===== src/rtl/dit_pkg.sv =====
package dit_pkg;

  localparam int unsigned CNT_W   = 16;
  localparam int unsigned BYTE_W  = 8;
  localparam int unsigned ADDR_W  = 4;
  localparam int unsigned FLAG_W  = 8;
  localparam int unsigned T1_FLAG_POS = 6;
  localparam int unsigned T2_FLAG_POS = 5;
  localparam logic [1:0]  T1_CONT_SEL = 2'b01;

  typedef logic [CNT_W-1:0]  cnt_t;
  typedef logic [BYTE_W-1:0] byte_t;
  typedef logic [ADDR_W-1:0] addr_t;

  localparam addr_t OFS_T1_CNT_LO = addr_t'(4);
  localparam addr_t OFS_T1_CNT_HI = addr_t'(5);
  localparam addr_t OFS_T1_LAT_LO = addr_t'(6);
  localparam addr_t OFS_T1_LAT_HI = addr_t'(7);
  localparam addr_t OFS_T2_LO     = addr_t'(8);
  localparam addr_t OFS_T2_HI     = addr_t'(9);

  typedef struct packed {
    logic t1_lat_lo_wr;
    logic t1_cnt_hi_wr;
    logic t1_lat_hi_wr;
    logic t1_lo_rd;
    logic t2_lo_wr;
    logic t2_hi_wr;
    logic t2_lo_rd;
  } strobe_t;

  // Timer 1 step: after the all-ones state the counter takes the latch.
  function automatic cnt_t reload_step(input cnt_t cur, input cnt_t lat);
    return (cur == '1) ? lat : cnt_t'(cur - cnt_t'(1));
  endfunction

  // Timer 2 step: plain modular decrement.
  function automatic cnt_t wrap_step(input cnt_t cur);
    return cnt_t'(cur - cnt_t'(1));
  endfunction

  function automatic byte_t lo_byte(input cnt_t v);
    return v[BYTE_W-1:0];
  endfunction

  function automatic byte_t hi_byte(input cnt_t v);
    return v[CNT_W-1:CNT_W-BYTE_W];
  endfunction

endpackage


===== src/rtl/dit_regif.sv =====
module dit_regif
  import dit_pkg::*;
(
  input  logic    clk,
  input  logic    rst_n,
  input  logic    bus_wr,
  input  logic    bus_rd,
  input  addr_t   bus_addr,
  input  cnt_t    t1_cnt,
  input  cnt_t    t1_lat,
  input  cnt_t    t2_cnt,
  output strobe_t strb,
  output byte_t   rdata
);

  always_comb begin
    strb = '0;
    strb.t1_lat_lo_wr = bus_wr && (bus_addr == OFS_T1_CNT_LO || bus_addr == OFS_T1_LAT_LO);
    strb.t1_cnt_hi_wr = bus_wr && (bus_addr == OFS_T1_CNT_HI);
    strb.t1_lat_hi_wr = bus_wr && (bus_addr == OFS_T1_LAT_HI);
    strb.t1_lo_rd     = bus_rd && (bus_addr == OFS_T1_CNT_LO);
    strb.t2_lo_wr     = bus_wr && (bus_addr == OFS_T2_LO);
    strb.t2_hi_wr     = bus_wr && (bus_addr == OFS_T2_HI);
    strb.t2_lo_rd     = bus_rd && (bus_addr == OFS_T2_LO);
  end

  always_comb begin
    unique case (bus_addr)
      OFS_T1_CNT_LO: rdata = lo_byte(t1_cnt);
      OFS_T1_CNT_HI: rdata = hi_byte(t1_cnt);
      OFS_T1_LAT_LO: rdata = lo_byte(t1_lat);
      OFS_T1_LAT_HI: rdata = hi_byte(t1_lat);
      OFS_T2_LO:     rdata = lo_byte(t2_cnt);
      OFS_T2_HI:     rdata = hi_byte(t2_cnt);
      default:       rdata = '0;
    endcase
  end

  // at most one write target is decoded per access
  assert_one_target_R2: assert property (@(posedge clk) disable iff (!rst_n)
    $onehot0({strb.t1_lat_lo_wr, strb.t1_cnt_hi_wr, strb.t1_lat_hi_wr,
              strb.t2_lo_wr, strb.t2_hi_wr}));

endmodule


===== src/rtl/dit_timer1.sv =====
module dit_timer1
  import dit_pkg::*;
(
  input  logic  clk,
  input  logic  rst_n,
  input  logic  tick,
  input  logic  cont_mode,
  input  logic  lat_lo_wr,
  input  logic  cnt_hi_wr,
  input  logic  lat_hi_wr,
  input  logic  lo_rd,
  input  byte_t wdata,
  output cnt_t  cnt,
  output cnt_t  lat,
  output logic  flag,
  output logic  zero_hit
);

  cnt_t next_cnt;
  logic armed;
  logic set_evt;
  logic clr_evt;

  assign next_cnt = reload_step(cnt, lat);
  assign zero_hit = tick && !cnt_hi_wr && (next_cnt == '0);
  assign set_evt  = zero_hit && (cont_mode || armed);
  assign clr_evt  = lat_hi_wr || lo_rd;

  always_ff @(posedge clk) begin
    if (!rst_n) begin
      lat   <= '1;
      cnt   <= '1;
      flag  <= 1'b0;
      armed <= 1'b1;
    end else if (cnt_hi_wr) begin
      lat[CNT_W-1:CNT_W-BYTE_W] <= wdata;
      cnt   <= {wdata, lo_byte(lat)};
      flag  <= 1'b0;
      armed <= 1'b1;
    end else begin
      if (lat_lo_wr) lat[BYTE_W-1:0] <= wdata;
      if (lat_hi_wr) lat[CNT_W-1:CNT_W-BYTE_W] <= wdata;
      if (tick) cnt <= next_cnt;
      if (zero_hit) armed <= 1'b0;
      if (set_evt) flag <= 1'b1;
      else if (clr_evt) flag <= 1'b0;
    end
  end

  // a tick from the all-ones state reloads the previous latch value
  assert_reload_R3: assert property (@(posedge clk) disable iff (!rst_n)
    (tick && !cnt_hi_wr && cnt == '1) |=> (cnt == $past(lat)));

  // without a tick or a load the counter holds
  assert_hold_R3: assert property (@(posedge clk) disable iff (!rst_n)
    (!tick && !cnt_hi_wr) |=> $stable(cnt));

  // a counter-high write leaves counter equal to latch with flag clear
  assert_load_R6: assert property (@(posedge clk) disable iff (!rst_n)
    cnt_hi_wr |=> (cnt == lat && !flag));

  // in continuous mode every zero crossing sets the flag
  assert_cont_flag_R4: assert property (@(posedge clk) disable iff (!rst_n)
    (zero_hit && cont_mode) |=> flag);

endmodule


===== src/rtl/dit_timer2.sv =====
module dit_timer2
  import dit_pkg::*;
(
  input  logic  clk,
  input  logic  rst_n,
  input  logic  tick,
  input  logic  lo_wr,
  input  logic  hi_wr,
  input  logic  lo_rd,
  input  byte_t wdata,
  output cnt_t  cnt,
  output logic  flag,
  output logic  zero_hit
);

  byte_t lo_hold;
  logic  armed;

  assign zero_hit = tick && !hi_wr && (wrap_step(cnt) == '0);

  always_ff @(posedge clk) begin
    if (!rst_n) begin
      lo_hold <= '1;
      cnt     <= '0;
      flag    <= 1'b0;
      armed   <= 1'b0;
    end else if (hi_wr) begin
      cnt   <= {wdata, lo_hold};
      flag  <= 1'b0;
      armed <= 1'b1;
    end else begin
      if (lo_wr) lo_hold <= wdata;
      if (tick) cnt <= wrap_step(cnt);
      if (zero_hit) armed <= 1'b0;
      if (zero_hit && armed) flag <= 1'b1;
      else if (lo_rd) flag <= 1'b0;
    end
  end

  // zero wraps to all ones, no reload
  assert_wrap_R8: assert property (@(posedge clk) disable iff (!rst_n)
    (tick && !hi_wr && cnt == '0) |=> (cnt == '1));

  // a high-byte write clears the flag
  assert_load_clr_R8: assert property (@(posedge clk) disable iff (!rst_n)
    hi_wr |=> !flag);

  // once disarmed, a clear flag stays clear until the next load
  assert_single_shot_R9: assert property (@(posedge clk) disable iff (!rst_n)
    (!armed && !hi_wr && !flag) |=> !flag);

endmodule


===== src/rtl/dual_interval_timer.sv =====
module dual_interval_timer
  import dit_pkg::*;
(
  input  logic       clk,
  input  logic       rst_n,
  input  logic       tick,
  input  logic       bus_wr,
  input  logic       bus_rd,
  input  logic [3:0] bus_addr,
  input  logic [7:0] bus_wdata,
  input  logic [1:0] aux_mode,
  output logic [7:0] bus_rdata,
  output logic [7:0] irq_flags,
  output logic       flag_t1,
  output logic       flag_t2,
  output logic       t1_continuous
);

  strobe_t strb;
  cnt_t    t1_cnt, t1_lat, t2_cnt;
  logic    t1_zero_hit, t2_zero_hit;

  assign t1_continuous = (aux_mode == T1_CONT_SEL);

  dit_regif u_regif (
    .clk      (clk),
    .rst_n    (rst_n),
    .bus_wr   (bus_wr),
    .bus_rd   (bus_rd),
    .bus_addr (bus_addr),
    .t1_cnt   (t1_cnt),
    .t1_lat   (t1_lat),
    .t2_cnt   (t2_cnt),
    .strb     (strb),
    .rdata    (bus_rdata)
  );

  dit_timer1 u_t1 (
    .clk       (clk),
    .rst_n     (rst_n),
    .tick      (tick),
    .cont_mode (t1_continuous),
    .lat_lo_wr (strb.t1_lat_lo_wr),
    .cnt_hi_wr (strb.t1_cnt_hi_wr),
    .lat_hi_wr (strb.t1_lat_hi_wr),
    .lo_rd     (strb.t1_lo_rd),
    .wdata     (bus_wdata),
    .cnt       (t1_cnt),
    .lat       (t1_lat),
    .flag      (flag_t1),
    .zero_hit  (t1_zero_hit)
  );

  dit_timer2 u_t2 (
    .clk      (clk),
    .rst_n    (rst_n),
    .tick     (tick),
    .lo_wr    (strb.t2_lo_wr),
    .hi_wr    (strb.t2_hi_wr),
    .lo_rd    (strb.t2_lo_rd),
    .wdata    (bus_wdata),
    .cnt      (t2_cnt),
    .flag     (flag_t2),
    .zero_hit (t2_zero_hit)
  );

  always_comb begin
    irq_flags = '0;
    irq_flags[T1_FLAG_POS] = flag_t1;
    irq_flags[T2_FLAG_POS] = flag_t2;
  end

  // an armed Timer 2 zero crossing shows up in the flag byte
  assert_t2_flag_R9: assert property (@(posedge clk) disable iff (!rst_n)
    (t2_zero_hit && !$past(t2_zero_hit) && $past(bus_wr) && $past(bus_addr) == OFS_T2_HI)
      |=> irq_flags[T2_FLAG_POS]);

  // a Timer 1 zero crossing in continuous mode shows up at bit 6
  assert_t1_byte_R10: assert property (@(posedge clk) disable iff (!rst_n)
    (t1_zero_hit && t1_continuous) |=> irq_flags[T1_FLAG_POS]);

endmodule


===== config.mk =====
export PLATFORM = sky130hd
export DESIGN_NAME = dual_interval_timer
export DESIGN_NICKNAME = d
export VERILOG_FILES = /design/src/rtl/dit_pkg.sv /design/src/rtl/dit_regif.sv /design/src/rtl/dit_timer1.sv /design/src/rtl/dit_timer2.sv /design/src/rtl/dual_interval_timer.sv
export SDC_FILE = /design/constraint.sdc
export NUM_CORES = 1
export LEC_CHECK = 0
export BUFFER_PORTS_ARGS = -buffer_cell sky130_fd_sc_hd__buf_2
export CELL_PAD_IN_SITES_DETAIL_PLACEMENT = 0
export CELL_PAD_IN_SITES_GLOBAL_PLACEMENT = 1
export CORE_ASPECT_RATIO = 0.7
export CORE_MARGIN = 2
export CORE_UTILIZATION = 47
export DETAILED_ROUTE_END_ITERATION = 10
export PLACE_DENSITY = 0.91
export SLEW_MARGIN = 20
export SYNTH_ARGS = -nofsm -noshare
export SYNTH_HDL_FRONTEND = slang
export SYNTH_SLANG_ARGS = --single-unit

===== constraint.sdc =====
create_clock -name clk -period 7.78 [get_ports clk]
set_input_delay 1.556 -clock clk [delete_from_list [all_inputs] [get_ports clk]]
set_output_delay 1.556 -clock clk [all_outputs]
set_load 0.02 [all_outputs]

==> results.py <==
metrics = {
    "cts": {
        "cts.sinks": 60,
        "cts_setup_buffers": 0,
        "cts-resized-gates": 0,
        "cts_buffers": 9,
        "clk_latency_ns": 0.33,
        "cts_tree": "done",
        "cts_hold_buf": 0,
        "cts_buffer_depth": 2,
        "path_clk_slew_ns": 0.05,
        "htreeDepth": 3,
        "root_buffer": "clkbuf_16",
    },
    "critical_path": {
        "critical_path_arrival_ns": 3.31,
        "cp-start-kind": "input port",
        "r2r_setup_slack_ns": 4.80,
        "required_ns": 6.22,
        "crit_path_end": "bus_rdata[4]",
        "worst-setup-path-type": "in -> out",
        "reg2reg_to": "u_t1.flag",
        "cp_max_fo": 17,
        "r2r_cells": 8,
        "r2r-start": "u_t1.cnt[0]",
        "startpoint": "bus_addr[1]",
        "worstSetupEndpointType": "output port",
    },
    "placement": {
        "post-dp-hpwl_um": 8720,
        "gp_congestion": 0.911,
        "io_buffers": 31,
    },
    "route": {
        "drt-initial-drc-count": 550,
        "viasPerCell": 6.16,
        "drc": 0,
        "wl_per_cell_um": 19.0,
        "routed_wl_um": 12200,
        "firstDrtPassIters": 6,
        "ant_nets": 0,
        "num_vias": 3950,
    },
    "floorplanning": {
        "design.core.area_mm2": 0.00837,
        "die_w_um": 114,
        "ios": 38,
        "row_count": 28,
        "die_area_mm2": 0.00928,
        "start_util": 0.478,
        "die_y_um": 81.2,
    },
    "layout": {
        "final_cell_mix": "72 x nand2_1, 66 x nor2_1, 60 x dfxtp_1, 36 x nand3_1",
        "nNetsFinal": 554,
        "drive_gt1_frac": 0.131,
        "fillers": 809,
        "synthToLayoutAreaGrowth_pct": 9.26,
        "layout_commonest_cell": "nand2_1",
        "diodes": 0,
    },
    "logic_synthesis": {
        "ys_seq_elements": 60,
        "ys_seq_area_frac": 0.300,
        "synth_top_flop_cell": "dfxtp_1",
        "ys_warn_count": 0,
        "netlist_area_mm2": 0.00400,
        "synth_enable_flop_cells": 0,
        "avgSynthCellArea_um2": 7.48,
        "synth_cell_types": 69,
        "synth_cells": 535,
        "async_reset_ff_frac": 0,
    },
    "hold_path": {
        "min_path_type": "reg -> reg",
        "min_from": "u_t2.flag",
    },
    "global_routing": {
        "grt_start_max_net_pins": 42,
        "first_global_vias": 3496,
        "gr-total-overflow": 0,
        "globalRouteTotalUtil": 0.276,
        "grt_first_pass_wirelength_um": 19400,
        "grt_antenna_before_repair": 0,
    },
    "timing": {
        "fin_crit_ns": 4.87,
        "fmax_mhz": 205,
        "rsz0062_at_grt": "no",
        "clock_skew_ns": 0.00389,
        "finalMaxSlewViolations": 0,
        "fin_tns_setup_ns": 0,
        "hold_viol": 0,
        "period_share": 0.626,
        "slew_headroom": 0.234,
        "tightest_slew_ns": 1.14,
        "setup_viol": 0,
        "whs_ns": 0.455,
    },
    "pwr": {
        "p_leak_uw": 0.00169,
        "ir_drop_v": 0.000157,
        "p_per_area_mw_per_mm2": 239,
    },
    "job": {
        "cap_violations": 0,
    },
    "status": {
        "status": "completed",
    },
}
-- stage by stage --
step	utilization	total power, µW	instances	instance area (µm²)	setup slack, ns
after floorplan	-	544	540	4020	3.05
after global placement	0.482	590	625	4040	3.01
after detailed placement	0.482	594	625	4040	2.98
after CTS	0.522	1040	641	4370	2.99
after global routing	0.522	1090	641	4370	2.82
final	0.522	1040	641	4370	2.91
-- layer usage --
| layer | vias to the layer above | routed length, µm | GRT usage |
|---|---|---|---|
| met4 | 0 | 100 | 0.0683 |
| met5 | - | 0 | 0 |
| met3 | 9 | 1430 | 0.0642 |
| met2 | 232 | 4970 | 0.389 |
| met1 | 1815 | 5670 | 0.419 |
| li1 | 1894 | - | - |
-- where the power goes --
group          leakage, µW  switching, µW  internal, µW
registers         0.000491           50.5           331
logic              0.00104            128          86.2
clock network     0.000169            142           305
total              0.00169            321           723
-- flip-flops by register name, summed over array words and instances, names as in the netlist --
register / count
u_t1.lat: 16
u_t2.lo_hold: 8
u_t2.flag: 1
u_t2.armed: 1
u_t1.cnt: 16
u_t2.cnt: 16
u_t1.armed: 1
u_t1.flag: 1
-- worst min-delay path by stage --
stage	cells past startpoint	slack, ns	endpoint
floorplan	2	0.44	u_t2.lo_hold[1]
global placement	2	0.45	u_t2.flag
detailed placement	2	0.45	u_t2.flag
CTS	2	0.46	u_t2.flag
global route	2	0.49	u_t2.flag
finish	2	0.45	u_t2.flag
-- layout make-up --
type	count	area, µm²	area share
repair buffers	34	178	0.0406
flip-flops and latches	60	1200	0.275
clock buffers	12	267	0.0610
inverters	8	30.0	0.00687
well taps	105	131	0.0301
clock inverters	4	70.1	0.0160
multi-input cells	418	2490	0.571
-- cells by family after synthesis --
kind of cell	share of synthesized area
and+or+nand+nor	0.314
AOI/OAI and AO/OA	0.200
buffers and inverters	0.0810
DFF	0.300
xor gates and xnor gates	0.0547
muxes	0.0366
adders and majority gates	0.0125
other	0.000937
-- worst max-delay path, stage by stage --
cell	delay (ns)
buf_2	0.21
nor3b_1	0.85
a22o_1	0.27
a22oi_1	0.06
o21ai_0	0.15
buf_2	0.22
-- synth_stat cells, types with 4 or more instances --
library cell  instances  area share
nand2_1              72       0.068
nor2_1               66       0.062
dfxtp_1              60        0.30
nand3_1              36       0.045
clkbuf_1             34       0.032
o21ai_0              31       0.039
a211oi_1             20       0.038
nor3_1               14       0.018
a21oi_1              13       0.016
xnor2_1              13       0.028
xor2_1               12       0.026
buf_4                11       0.021
a22oi_1              10       0.019
nand4_1              10       0.016
mux2i_1               9       0.023
inv_1                 8      0.0075
nor2b_1               8       0.013
nand2b_1              6      0.0094
nor4_1                6      0.0094
o22ai_1               6      0.0094
buf_6                 5       0.014
a22o_1                4      0.0088
and3_1                4      0.0063
ha_1                  4       0.013
nand3b_1              4      0.0075
o211ai_1              4      0.0075
Note: power is estimated with default switching activity, not from simulation.
